## src/rtl/cam2w_pkg.sv

```systemverilog
// Shared definitions for the two-wire camera register slave.
// Assumes a 4-bit header selects a register inside a 12-bit payload word.
package cam2w_pkg;

    localparam int HDR_W = 4;
    localparam int PAY_W = 12;
    localparam int WORD_W = 32;

    // Register select codes carried in the header nibble
    localparam logic [HDR_W-1:0] HDR_SETUP1 = 4'h1;
    localparam logic [HDR_W-1:0] HDR_SETUP2 = 4'h2;
    localparam logic [HDR_W-1:0] HDR_COARSE = 4'h3;
    localparam logic [HDR_W-1:0] HDR_FINE = 4'h4;
    localparam logic [HDR_W-1:0] HDR_GAIN = 4'h5;
    localparam logic [HDR_W-1:0] HDR_THR1 = 4'h8;
    localparam logic [HDR_W-1:0] HDR_THR2 = 4'h9;
    localparam logic [HDR_W-1:0] HDR_ANA = 4'hA;
    localparam logic [HDR_W-1:0] HDR_SETUP3 = 4'hE;

    // Setup 1 field positions
    localparam int S1_AE = 1;
    localparam int S1_AG = 2;
    localparam int S1_BLK = 3;
    localparam int S1_LIN = 4;
    localparam int S1_DIV_LO = 8;
    localparam logic [PAY_W-1:0] SETUP1_RST = 12'h00E;

    typedef enum logic [2:0] {
        LK_IDLE,
        LK_ADDR,
        LK_ADDR_ACK,
        LK_WR_BYTE,
        LK_WR_ACK,
        LK_RD_BYTE,
        LK_RD_ACK
    } link_state_t;

endpackage

```

## src/rtl/cam2w_sync.sv

```systemverilog
// Brings the bus clock and data into the system clock domain and flags
// clock edges plus start and stop conditions.
// Assumes the system clock is many times faster than the bus clock.
module cam2w_sync #(
    parameter int STAGES = 2
) (
    input  logic clk,
    input  logic rst_n,
    input  logic scl_i,
    input  logic sda_i,
    output logic scl_rise_o,
    output logic scl_fall_o,
    output logic start_o,
    output logic stop_o,
    output logic sda_lvl_o
);
    localparam int PW = STAGES + 1;

    logic [PW-1:0] scl_pipe;
    logic [PW-1:0] sda_pipe;

    // Synchroniser chain plus one delay stage for edge detection; idle bus is high
    always_ff @(posedge clk) begin
        if (!rst_n) begin
            scl_pipe <= '1;
            sda_pipe <= '1;
        end else begin
            scl_pipe <= {scl_pipe[PW-2:0], scl_i};
            sda_pipe <= {sda_pipe[PW-2:0], sda_i};
        end
    end

    logic scl_s, scl_d, sda_s, sda_d;
    assign scl_s = scl_pipe[PW-2];
    assign scl_d = scl_pipe[PW-1];
    assign sda_s = sda_pipe[PW-2];
    assign sda_d = sda_pipe[PW-1];

    assign scl_rise_o = scl_s & ~scl_d;
    assign scl_fall_o = ~scl_s & scl_d;
    assign start_o = scl_s & scl_d & sda_d & ~sda_s;
    assign stop_o = scl_s & scl_d & ~sda_d & sda_s;
    assign sda_lvl_o = sda_s;

endmodule

```

## src/rtl/cam2w_link.sv

```systemverilog
// Bit-level protocol engine: address match, acknowledges, the fixed two-byte
// write and the four-byte read.
// Assumes edge and condition flags from cam2w_sync; drives data only while clock is low.
module cam2w_link
    import cam2w_pkg::*;
#(
    parameter logic [4:0] ADDR_HI = 5'b00100
) (
    input  logic              clk,
    input  logic              rst_n,
    input  logic              scl_rise_i,
    input  logic              scl_fall_i,
    input  logic              start_i,
    input  logic              stop_i,
    input  logic              sda_lvl_i,
    input  logic [1:0]        strap_i,
    input  logic              hold_i,
    input  logic [WORD_W-1:0] rd_word_i,
    output logic              sda_pull_o,
    output logic              wr_stb_o,
    output logic [HDR_W-1:0]  wr_hdr_o,
    output logic [PAY_W-1:0]  wr_data_o
);
    localparam int BITS = 8;
    localparam int RD_BYTES = WORD_W / BITS;
    localparam int BC_W = $clog2(BITS + 1);
    localparam int BY_W = $clog2(RD_BYTES);

    link_state_t       state_q;
    logic [BC_W-1:0]   bitcnt_q;
    logic [BY_W-1:0]   bytecnt_q;
    logic [BITS-1:0]   shreg_q;
    logic [WORD_W-1:0] rd_sh_q;
    logic              rw_q;
    logic              mack_q;
    logic [3:0]        data_hi_q;
    logic              addr_hit;

    assign addr_hit = (shreg_q[7:1] == {ADDR_HI, strap_i});

    // Protocol state machine advanced on synchronised bus events
    always_ff @(posedge clk) begin
        if (!rst_n) begin
            state_q    <= LK_IDLE;
            bitcnt_q   <= '0;
            bytecnt_q  <= '0;
            shreg_q    <= '0;
            rd_sh_q    <= '0;
            rw_q       <= 1'b0;
            mack_q     <= 1'b1;
            data_hi_q  <= '0;
            sda_pull_o <= 1'b0;
            wr_stb_o   <= 1'b0;
            wr_hdr_o   <= '0;
            wr_data_o  <= '0;
        end else begin
            wr_stb_o <= 1'b0;
            if (start_i) begin
                state_q    <= LK_ADDR;
                bitcnt_q   <= '0;
                sda_pull_o <= 1'b0;
            end else if (stop_i) begin
                state_q    <= LK_IDLE;
                sda_pull_o <= 1'b0;
            end else begin
                case (state_q)
                    LK_ADDR: begin
                        if (scl_rise_i) begin
                            shreg_q  <= {shreg_q[BITS-2:0], sda_lvl_i};
                            bitcnt_q <= bitcnt_q + 1'b1;
                        end else if (scl_fall_i && bitcnt_q == BC_W'(BITS)) begin
                            if (addr_hit && !hold_i) begin
                                sda_pull_o <= 1'b1;
                                rw_q       <= shreg_q[0];
                                state_q    <= LK_ADDR_ACK;
                            end else begin
                                state_q <= LK_IDLE;
                            end
                        end
                    end
                    LK_ADDR_ACK: begin
                        if (scl_fall_i) begin
                            bitcnt_q  <= '0;
                            bytecnt_q <= '0;
                            if (rw_q) begin
                                rd_sh_q    <= rd_word_i;
                                sda_pull_o <= ~rd_word_i[WORD_W-1];
                                state_q    <= LK_RD_BYTE;
                            end else begin
                                sda_pull_o <= 1'b0;
                                state_q    <= LK_WR_BYTE;
                            end
                        end
                    end
                    LK_WR_BYTE: begin
                        if (scl_rise_i) begin
                            shreg_q  <= {shreg_q[BITS-2:0], sda_lvl_i};
                            bitcnt_q <= bitcnt_q + 1'b1;
                        end else if (scl_fall_i && bitcnt_q == BC_W'(BITS)) begin
                            sda_pull_o <= 1'b1;
                            state_q    <= LK_WR_ACK;
                            if (bytecnt_q == '0) begin
                                wr_hdr_o  <= shreg_q[7:4];
                                data_hi_q <= shreg_q[3:0];
                            end else begin
                                wr_data_o <= {data_hi_q, shreg_q};
                                wr_stb_o  <= 1'b1;
                            end
                        end
                    end
                    LK_WR_ACK: begin
                        if (scl_fall_i) begin
                            sda_pull_o <= 1'b0;
                            if (bytecnt_q != '0) begin
                                state_q <= LK_IDLE;
                            end else begin
                                bytecnt_q <= bytecnt_q + 1'b1;
                                bitcnt_q  <= '0;
                                state_q   <= LK_WR_BYTE;
                            end
                        end
                    end
                    LK_RD_BYTE: begin
                        if (scl_rise_i) begin
                            bitcnt_q <= bitcnt_q + 1'b1;
                        end else if (scl_fall_i) begin
                            rd_sh_q <= {rd_sh_q[WORD_W-2:0], 1'b0};
                            if (bitcnt_q == BC_W'(BITS)) begin
                                sda_pull_o <= 1'b0;
                                state_q    <= LK_RD_ACK;
                            end else begin
                                sda_pull_o <= ~rd_sh_q[WORD_W-2];
                            end
                        end
                    end
                    LK_RD_ACK: begin
                        if (scl_rise_i) begin
                            mack_q <= sda_lvl_i;
                        end else if (scl_fall_i) begin
                            if (!mack_q && bytecnt_q != BY_W'(RD_BYTES - 1)) begin
                                bytecnt_q  <= bytecnt_q + 1'b1;
                                bitcnt_q   <= '0;
                                sda_pull_o <= ~rd_sh_q[WORD_W-1];
                                state_q    <= LK_RD_BYTE;
                            end else begin
                                state_q <= LK_IDLE;
                            end
                        end
                    end
                    default: state_q <= LK_IDLE;
                endcase
            end
        end
    end


    bit_window_chk: assert property (@(posedge clk) disable iff (!rst_n)
        bitcnt_q <= BC_W'(BITS));


    hold_refuse_chk: assert property (@(posedge clk) disable iff (!rst_n)
        (state_q == LK_ADDR && scl_fall_i && !start_i && !stop_i &&
         bitcnt_q == BC_W'(BITS) && hold_i)
        |=> (state_q == LK_IDLE && !sda_pull_o));


    release_line_chk: assert property (@(posedge clk) disable iff (!rst_n)
        (state_q == LK_IDLE || state_q == LK_RD_ACK || state_q == LK_ADDR) |-> !sda_pull_o);


    write_ends_chk: assert property (@(posedge clk) disable iff (!rst_n)
        wr_stb_o |=> (state_q != LK_WR_BYTE));

endmodule

```

## src/rtl/cam2w_regs.sv

```systemverilog
// Register file: decodes header writes, stages exposure and gain until frame
// start, and assembles the primary or secondary status word.
// Assumes one write strobe per completed two-byte write message.
module cam2w_regs
    import cam2w_pkg::*;
#(
    parameter int         CEXP_W  = 9,
    parameter int         FEXP_W  = 9,
    parameter int         GAIN_W  = 4,
    parameter int         THR_W   = 8,
    parameter int         CNT_W   = 17,
    parameter logic [3:0] TYPE_ID = 4'h5
) (
    input  logic              clk,
    input  logic              rst_n,
    input  logic              wr_stb_i,
    input  logic [HDR_W-1:0]  wr_hdr_i,
    input  logic [PAY_W-1:0]  wr_data_i,
    input  logic              frame_start_i,
    input  logic              backlit_pin_i,
    input  logic              blm_busy_i,
    input  logic [CNT_W-1:0]  wpix_count_i,
    output logic              hold_o,
    output logic [WORD_W-1:0] rd_word_o,
    output logic [PAY_W-1:0]  setup1_o,
    output logic [PAY_W-1:0]  setup2_o,
    output logic [PAY_W-1:0]  setup3_o,
    output logic [CEXP_W-1:0] coarse_exp_o,
    output logic [FEXP_W-1:0] fine_exp_o,
    output logic [GAIN_W-1:0] gain_o,
    output logic [THR_W-1:0]  thr1_o,
    output logic [THR_W-1:0]  thr2_o,
    output logic [PAY_W-1:0]  ana_ctl_o,
    output logic [3:0]        clk_div_o
);
    localparam int NSTAGE = 3;
    localparam int SEC_PAD = WORD_W - CNT_W - 1;

    logic [CEXP_W-1:0] coarse_stg_q;
    logic [FEXP_W-1:0] fine_stg_q;
    logic [GAIN_W-1:0] gain_stg_q;
    logic [NSTAGE-1:0] pend_q;

    // Header decode, staging and frame-start application
    always_ff @(posedge clk) begin
        if (!rst_n) begin
            setup1_o     <= SETUP1_RST;
            setup2_o     <= '0;
            setup3_o     <= '0;
            coarse_exp_o <= '0;
            fine_exp_o   <= '0;
            gain_o       <= '0;
            thr1_o       <= '0;
            thr2_o       <= '0;
            ana_ctl_o    <= '0;
            coarse_stg_q <= '0;
            fine_stg_q   <= '0;
            gain_stg_q   <= '0;
            pend_q       <= '0;
        end else begin
            if (frame_start_i) begin
                if (pend_q[0]) coarse_exp_o <= coarse_stg_q;
                if (pend_q[1]) fine_exp_o <= fine_stg_q;
                if (pend_q[2]) gain_o <= gain_stg_q;
                pend_q <= '0;
            end
            if (wr_stb_i) begin
                case (wr_hdr_i)
                    HDR_SETUP1: setup1_o <= wr_data_i;
                    HDR_SETUP2: setup2_o <= wr_data_i;
                    HDR_SETUP3: setup3_o <= wr_data_i;
                    HDR_THR1:   thr1_o <= wr_data_i[THR_W-1:0];
                    HDR_THR2:   thr2_o <= wr_data_i[THR_W-1:0];
                    HDR_ANA:    ana_ctl_o <= wr_data_i;
                    HDR_COARSE: begin
                        coarse_stg_q <= wr_data_i[CEXP_W-1:0];
                        pend_q[0]    <= 1'b1;
                    end
                    HDR_FINE: begin
                        fine_stg_q <= wr_data_i[FEXP_W-1:0];
                        pend_q[1]  <= 1'b1;
                    end
                    HDR_GAIN: begin
                        gain_stg_q <= wr_data_i[GAIN_W-1:0];
                        pend_q[2]  <= 1'b1;
                    end
                    default: ;
                endcase
            end
        end
    end

    assign hold_o = |pend_q;

    // Division ratio decode from the two setup 1 select bits
    always_comb begin
        clk_div_o = 4'd1 << setup1_o[S1_DIV_LO +: 2];
    end

    // Status word selection between primary and secondary layouts
    always_comb begin
        if (setup2_o[0]) begin
            rd_word_o = {{SEC_PAD{1'b0}}, blm_busy_i, wpix_count_i};
        end else begin
            rd_word_o = {coarse_exp_o, fine_exp_o, gain_o,
                         setup1_o[S1_AE], setup1_o[S1_BLK], setup1_o[S1_AG],
                         setup1_o[S1_LIN], backlit_pin_i, 1'b0, TYPE_ID};
        end
    end


    coarse_frame_chk: assert property (@(posedge clk) disable iff (!rst_n)
        !$stable(coarse_exp_o) |-> $past(frame_start_i));


    gain_frame_chk: assert property (@(posedge clk) disable iff (!rst_n)
        !$stable(gain_o) |-> $past(frame_start_i));


    hold_clear_chk: assert property (@(posedge clk) disable iff (!rst_n)
        (frame_start_i && !wr_stb_i) |=> !hold_o);


    hold_source_chk: assert property (@(posedge clk) disable iff (!rst_n)
        $rose(hold_o) |-> $past(wr_stb_i));


    div_onehot_chk: assert property (@(posedge clk) disable iff (!rst_n)
        $onehot0(clk_div_o) && clk_div_o != 4'd0);

endmodule

```

## src/rtl/cam2w_slave.sv

```systemverilog
// Top level of the two-wire camera register slave: synchroniser, protocol
// engine and register file.
// Assumes an external open-drain pad: sda_pull_o high pulls the wire low.
module cam2w_slave
    import cam2w_pkg::*;
#(
    parameter logic [4:0] ADDR_HI = 5'b00100,
    parameter int         SYNC_STAGES = 2,
    parameter logic [3:0] TYPE_ID = 4'h5
) (
    input  logic        clk,
    input  logic        rst_n,
    input  logic        scl_i,
    input  logic        sda_i,
    output logic        sda_pull_o,
    input  logic [1:0]  strap_i,
    input  logic        frame_start_i,
    input  logic        backlit_pin_i,
    input  logic        blm_busy_i,
    input  logic [16:0] wpix_count_i,
    output logic [11:0] setup1_o,
    output logic [11:0] setup2_o,
    output logic [11:0] setup3_o,
    output logic [8:0]  coarse_exp_o,
    output logic [8:0]  fine_exp_o,
    output logic [3:0]  gain_o,
    output logic [7:0]  thr1_o,
    output logic [7:0]  thr2_o,
    output logic [11:0] ana_ctl_o,
    output logic [3:0]  clk_div_o
);
    logic              scl_rise, scl_fall, start_c, stop_c, sda_lvl;
    logic              hold;
    logic [WORD_W-1:0] rd_word;
    logic              wr_stb;
    logic [HDR_W-1:0]  wr_hdr;
    logic [PAY_W-1:0]  wr_data;

    cam2w_sync #(.STAGES(SYNC_STAGES)) sync_i (
        .clk(clk), .rst_n(rst_n), .scl_i(scl_i), .sda_i(sda_i),
        .scl_rise_o(scl_rise), .scl_fall_o(scl_fall),
        .start_o(start_c), .stop_o(stop_c), .sda_lvl_o(sda_lvl)
    );

    cam2w_link #(.ADDR_HI(ADDR_HI)) link_i (
        .clk(clk), .rst_n(rst_n),
        .scl_rise_i(scl_rise), .scl_fall_i(scl_fall),
        .start_i(start_c), .stop_i(stop_c), .sda_lvl_i(sda_lvl),
        .strap_i(strap_i), .hold_i(hold), .rd_word_i(rd_word),
        .sda_pull_o(sda_pull_o), .wr_stb_o(wr_stb),
        .wr_hdr_o(wr_hdr), .wr_data_o(wr_data)
    );

    cam2w_regs #(.TYPE_ID(TYPE_ID)) regs_i (
        .clk(clk), .rst_n(rst_n),
        .wr_stb_i(wr_stb), .wr_hdr_i(wr_hdr), .wr_data_i(wr_data),
        .frame_start_i(frame_start_i), .backlit_pin_i(backlit_pin_i),
        .blm_busy_i(blm_busy_i), .wpix_count_i(wpix_count_i),
        .hold_o(hold), .rd_word_o(rd_word),
        .setup1_o(setup1_o), .setup2_o(setup2_o), .setup3_o(setup3_o),
        .coarse_exp_o(coarse_exp_o), .fine_exp_o(fine_exp_o), .gain_o(gain_o),
        .thr1_o(thr1_o), .thr2_o(thr2_o), .ana_ctl_o(ana_ctl_o),
        .clk_div_o(clk_div_o)
    );

endmodule

```

## config.mk

```make
export PLATFORM = sky130hd
export DESIGN_NAME = cam2w_slave
export DESIGN_NICKNAME = d
export VERILOG_FILES = /design/src/rtl/cam2w_pkg.sv /design/src/rtl/cam2w_sync.sv /design/src/rtl/cam2w_link.sv /design/src/rtl/cam2w_regs.sv /design/src/rtl/cam2w_slave.sv
export SDC_FILE = /design/constraint.sdc
export NUM_CORES = 1
export LEC_CHECK = 0
export CAP_MARGIN = 20
export CORE_ASPECT_RATIO = 1.75
export CORE_MARGIN = 2
export CORE_UTILIZATION = 45
export CTS_BUF_LIST = sky130_fd_sc_hd__clkbuf_4 sky130_fd_sc_hd__clkbuf_8
export CTS_CLUSTER_DIAMETER = 80
export DETAILED_ROUTE_END_ITERATION = 6
export PLACE_DENSITY_LB_ADDON = 0.3
export SYNTH_ARGS = -nofsm -noshare
export SYNTH_HDL_FRONTEND = slang
export SYNTH_SLANG_ARGS = --single-unit
```

## constraint.sdc

```tcl
create_clock -name clk -period 2.8 [get_ports clk]
set_clock_uncertainty 0.1 [all_clocks]
set_input_delay 0.42 -clock clk [delete_from_list [all_inputs] [get_ports clk]]
set_output_delay 0.42 -clock clk [all_outputs]
set_load 0.02 [all_outputs]
```

==> results.sh <==
export IMPL_cp_required_ns=2.28
export IMPL_synth_edff_count=0
export IMPL_die_h_um=178
export IMPL_drive_above_1_share_pct=6.20
export IMPL_coreArea_um2=16900
export IMPL_grt_first_pass_wirelength_mm=29.7
export IMPL_regArea_um2=3800
export IMPL_rr_endpoint="link_i.rd_sh_q[17]"
export IMPL_end_kind="primary output"
export IMPL_synth_fp_nets=881
export IMPL_globalplace_congestion=0.833
export IMPL_port_buffers=116
export IMPL_antennaDiodeCount=0
export IMPL_nNetsFinal=968
export IMPL_endpoint="setup2_o[0]"
export IMPL_cts_resized=0
export IMPL_postRouteAntennaNets=0
export IMPL_synth_area_um2=7780
export IMPL_path_class="register to primary output"
export IMPL_drt_iter0_markers=261
export IMPL_worst_pin_slew_ns=0.670
export IMPL_synth_cells=851
export IMPL_async_reset_ff_share_pct=0
export IMPL_start_kind="register"
export IMPL_rows=63
export IMPL_post_cts_buffers=0
export IMPL_dp_cells=1146
export IMPL_antenna_found_initial=0
export IMPL_syn_avg_cell_area_um2=9.14
export IMPL_worstHoldStart="sync_i.scl_pipe[0]"
export IMPL_status="completed"
export IMPL_areaGrowthSynthToFinish_pct=22.2
export IMPL_num_io_pins=117
export IMPL_ys_types=52
export IMPL_synth_seq_cells=190
export IMPL_clkSinkCount=190
export IMPL_period_share_pct=82.5
export IMPL_final_max_slew_viol_count=0
export IMPL_hp_class="register to register"
export IMPL_r2r_cells=6
export IMPL_max_freq_mhz=433
export IMPL_ys_flop_type="dfxtp_1"
export IMPL_drc=0
export IMPL_grtUsageTotal_pct=20.9
export IMPL_h_tree_depth=4
export IMPL_cts_tree="done"
export IMPL_finalNonFillerCells=1178
export IMPL_clockRootBuffer="clkbuf_8"
export IMPL_n_fill_cell=1517
export IMPL_crit_fanout=18
export IMPL_grt_start_max_net_pins=75
export IMPL_holdBufCountCts=0
export IMPL_yosys_warnings=0
export IMPL_yosysSeqAreaShare_pct=48.9
export IMPL_clkLatencyLatePin_ns=0.46
export IMPL_r2r_slack_ns=0.75
export IMPL_rsz0062_at_grt="false"
export IMPL_post_route_min_period_ns=2.31
export IMPL_slew_headroom_pct=55.3
export IMPL_vdd_drop_max_v=0.000354
export IMPL_critical_path_arrival_ns=1.79
export IMPL_grt_pass1_vias=5780
export IMPL_cap_violations=0
export IMPL_hold_violations=0
export IMPL_crit_start="regs_i.setup2_o[0]"
export IMPL_mostFrequentLayoutCells="190 x dfxtp_1, 125 x nand2_1, 115 x clkdlybuf4s50_1"
export IMPL_power_density_nw_per_um2=496
export IMPL_multi_input_area_um2=3680
export IMPL_grt_overflow_total=0
export IMPL_wire_per_inst_um=16.1
export IMPL_cts_buffers=17
export IMPL_clk_pin_slew_ns=0.11
export IMPL_fp_dieArea_um2=18400
export IMPL_tns_ns=0
export IMPL_firstDrtPassIters=5
export IMPL_finalWirelength_mm=19.0
export IMPL_leakagePower_nw=3.76
export IMPL_start_util_pct=45.9
export IMPL_clock_path_buffers=2
export IMPL_final_util_pct=56.1
export IMPL_dieWidth_um=103
export IMPL_viasPerCell=5.20
export IMPL_dr_total_vias=6121
export IMPL_dp_hpwl_mm=12.9
export IMPL_r2r_start="link_i.state_q[1]"
export IMPL_final_common_cell="dfxtp_1"
export IMPL_setup_viol=0
## synthesized netlist by cell type (3+ instances only)
library cell	number	area [µm²]
a21boi_0	22	165
a21boi_1	8	60.1
a21oi_1	50	250
and2_1	4	25.0
buf_2	13	65.1
clkbuf_1	47	176
dfxtp_1	190	3800
ha_1	4	50.1
inv_1	9	33.8
mux2i_1	110	1100
nand2_1	125	469
nand2b_1	13	81.3
nand3_1	36	180
nand3b_1	3	22.5
nand4_1	3	18.8
nor2_1	95	357
nor2b_1	22	138
nor3_1	3	15.0
nor3b_1	14	105
nor4_1	3	18.8
o211a_1	16	160
o211ai_1	15	113
o21ai_0	9	45.0
or3_1	4	25.0
xnor2_1	3	26.3
## worst min-delay path by stage
stage,to,depth (start not counted)
finish,sync_i.scl_pipe[1],1
global route,sync_i.scl_pipe[1],1
CTS,sync_i.scl_pipe[1],1
detailed placement,sync_i.sda_pipe[1],1
global placement,sync_i.scl_pipe[1],1
floorplan,sync_i.scl_pipe[1],1
## kinds of logic (layout without fill, tap and decap cells)
kind of cell | count (synthesis) | in the layout | synth area share (%)
flip-flops | 190 | 190 | 48.9
AND/OR/NAND/NOR | 340 | 340 | 20.7
buffers and inverters | 73 | 173 | 3.93
AO/OA/AOI/OAI | 130 | 130 | 11.2
multiplexers | 110 | 110 | 14.2
XOR/XNOR | 4 | 4 | 0.451
adder cells (fa/ha/maj) | 4 | 4 | 0.644
## layout make-up
class,count,share of cell area (%)
clock buffers,18,2.54
clock inverters,14,1.80
inverters,9,0.369
multi-input cells,588,38.7
flip-flops and latches,190,40.0
well taps,227,2.99
repair buffers,132,13.6
## routing by layer
| metal | routed length, µm | global-route usage (%) |
|---|---|---|
| met3 | 963 | 4.41 |
| met4 | 232 | 5.43 |
| met1 | 7780 | 24.9 |
| met5 | 0 | 0 |
| met2 | 9990 | 37.2 |
## report_power, final
part           switching (mW)  internal (mW)
Combinational          0.0872         0.0687
Sequential             0.0102           2.71
Clock                    1.07          0.770
Total                    1.17           3.55
## critical path: stages (launching register included)
cell and delay, ns:
dfxtp_1 0.40, buf_4 0.29, clkdlybuf4s50_1 0.65
## through the flow
step	total power [mW]	hold slack [ns]	cell area, µm²	setup WS [ns]
finish	4.72	0.307	9500	0.491
global route	4.88	0.344	9500	0.401
CTS	4.75	0.314	9500	0.473
detailed placement	2.94	0.294	9090	0.741
global placement	2.93	0.289	9090	0.775
floorplan	2.87	0.286	7780	0.976
## flip-flops by register name, summed over array words and instances, names as in the netlist, 8 cells and up
register and cells:
regs_i.thr1_o 8, regs_i.setup2_o 12, regs_i.fine_exp_o 9, regs_i.fine_stg_q 9
link_i.wr_data_o 12, link_i.shreg_q 8, regs_i.coarse_stg_q 9, regs_i.ana_ctl_o 12
regs_i.setup1_o 12, regs_i.thr2_o 8, regs_i.setup3_o 12, link_i.rd_sh_q 32
regs_i.coarse_exp_o 9
No activity file was read; power rests on OpenSTA's default activity.
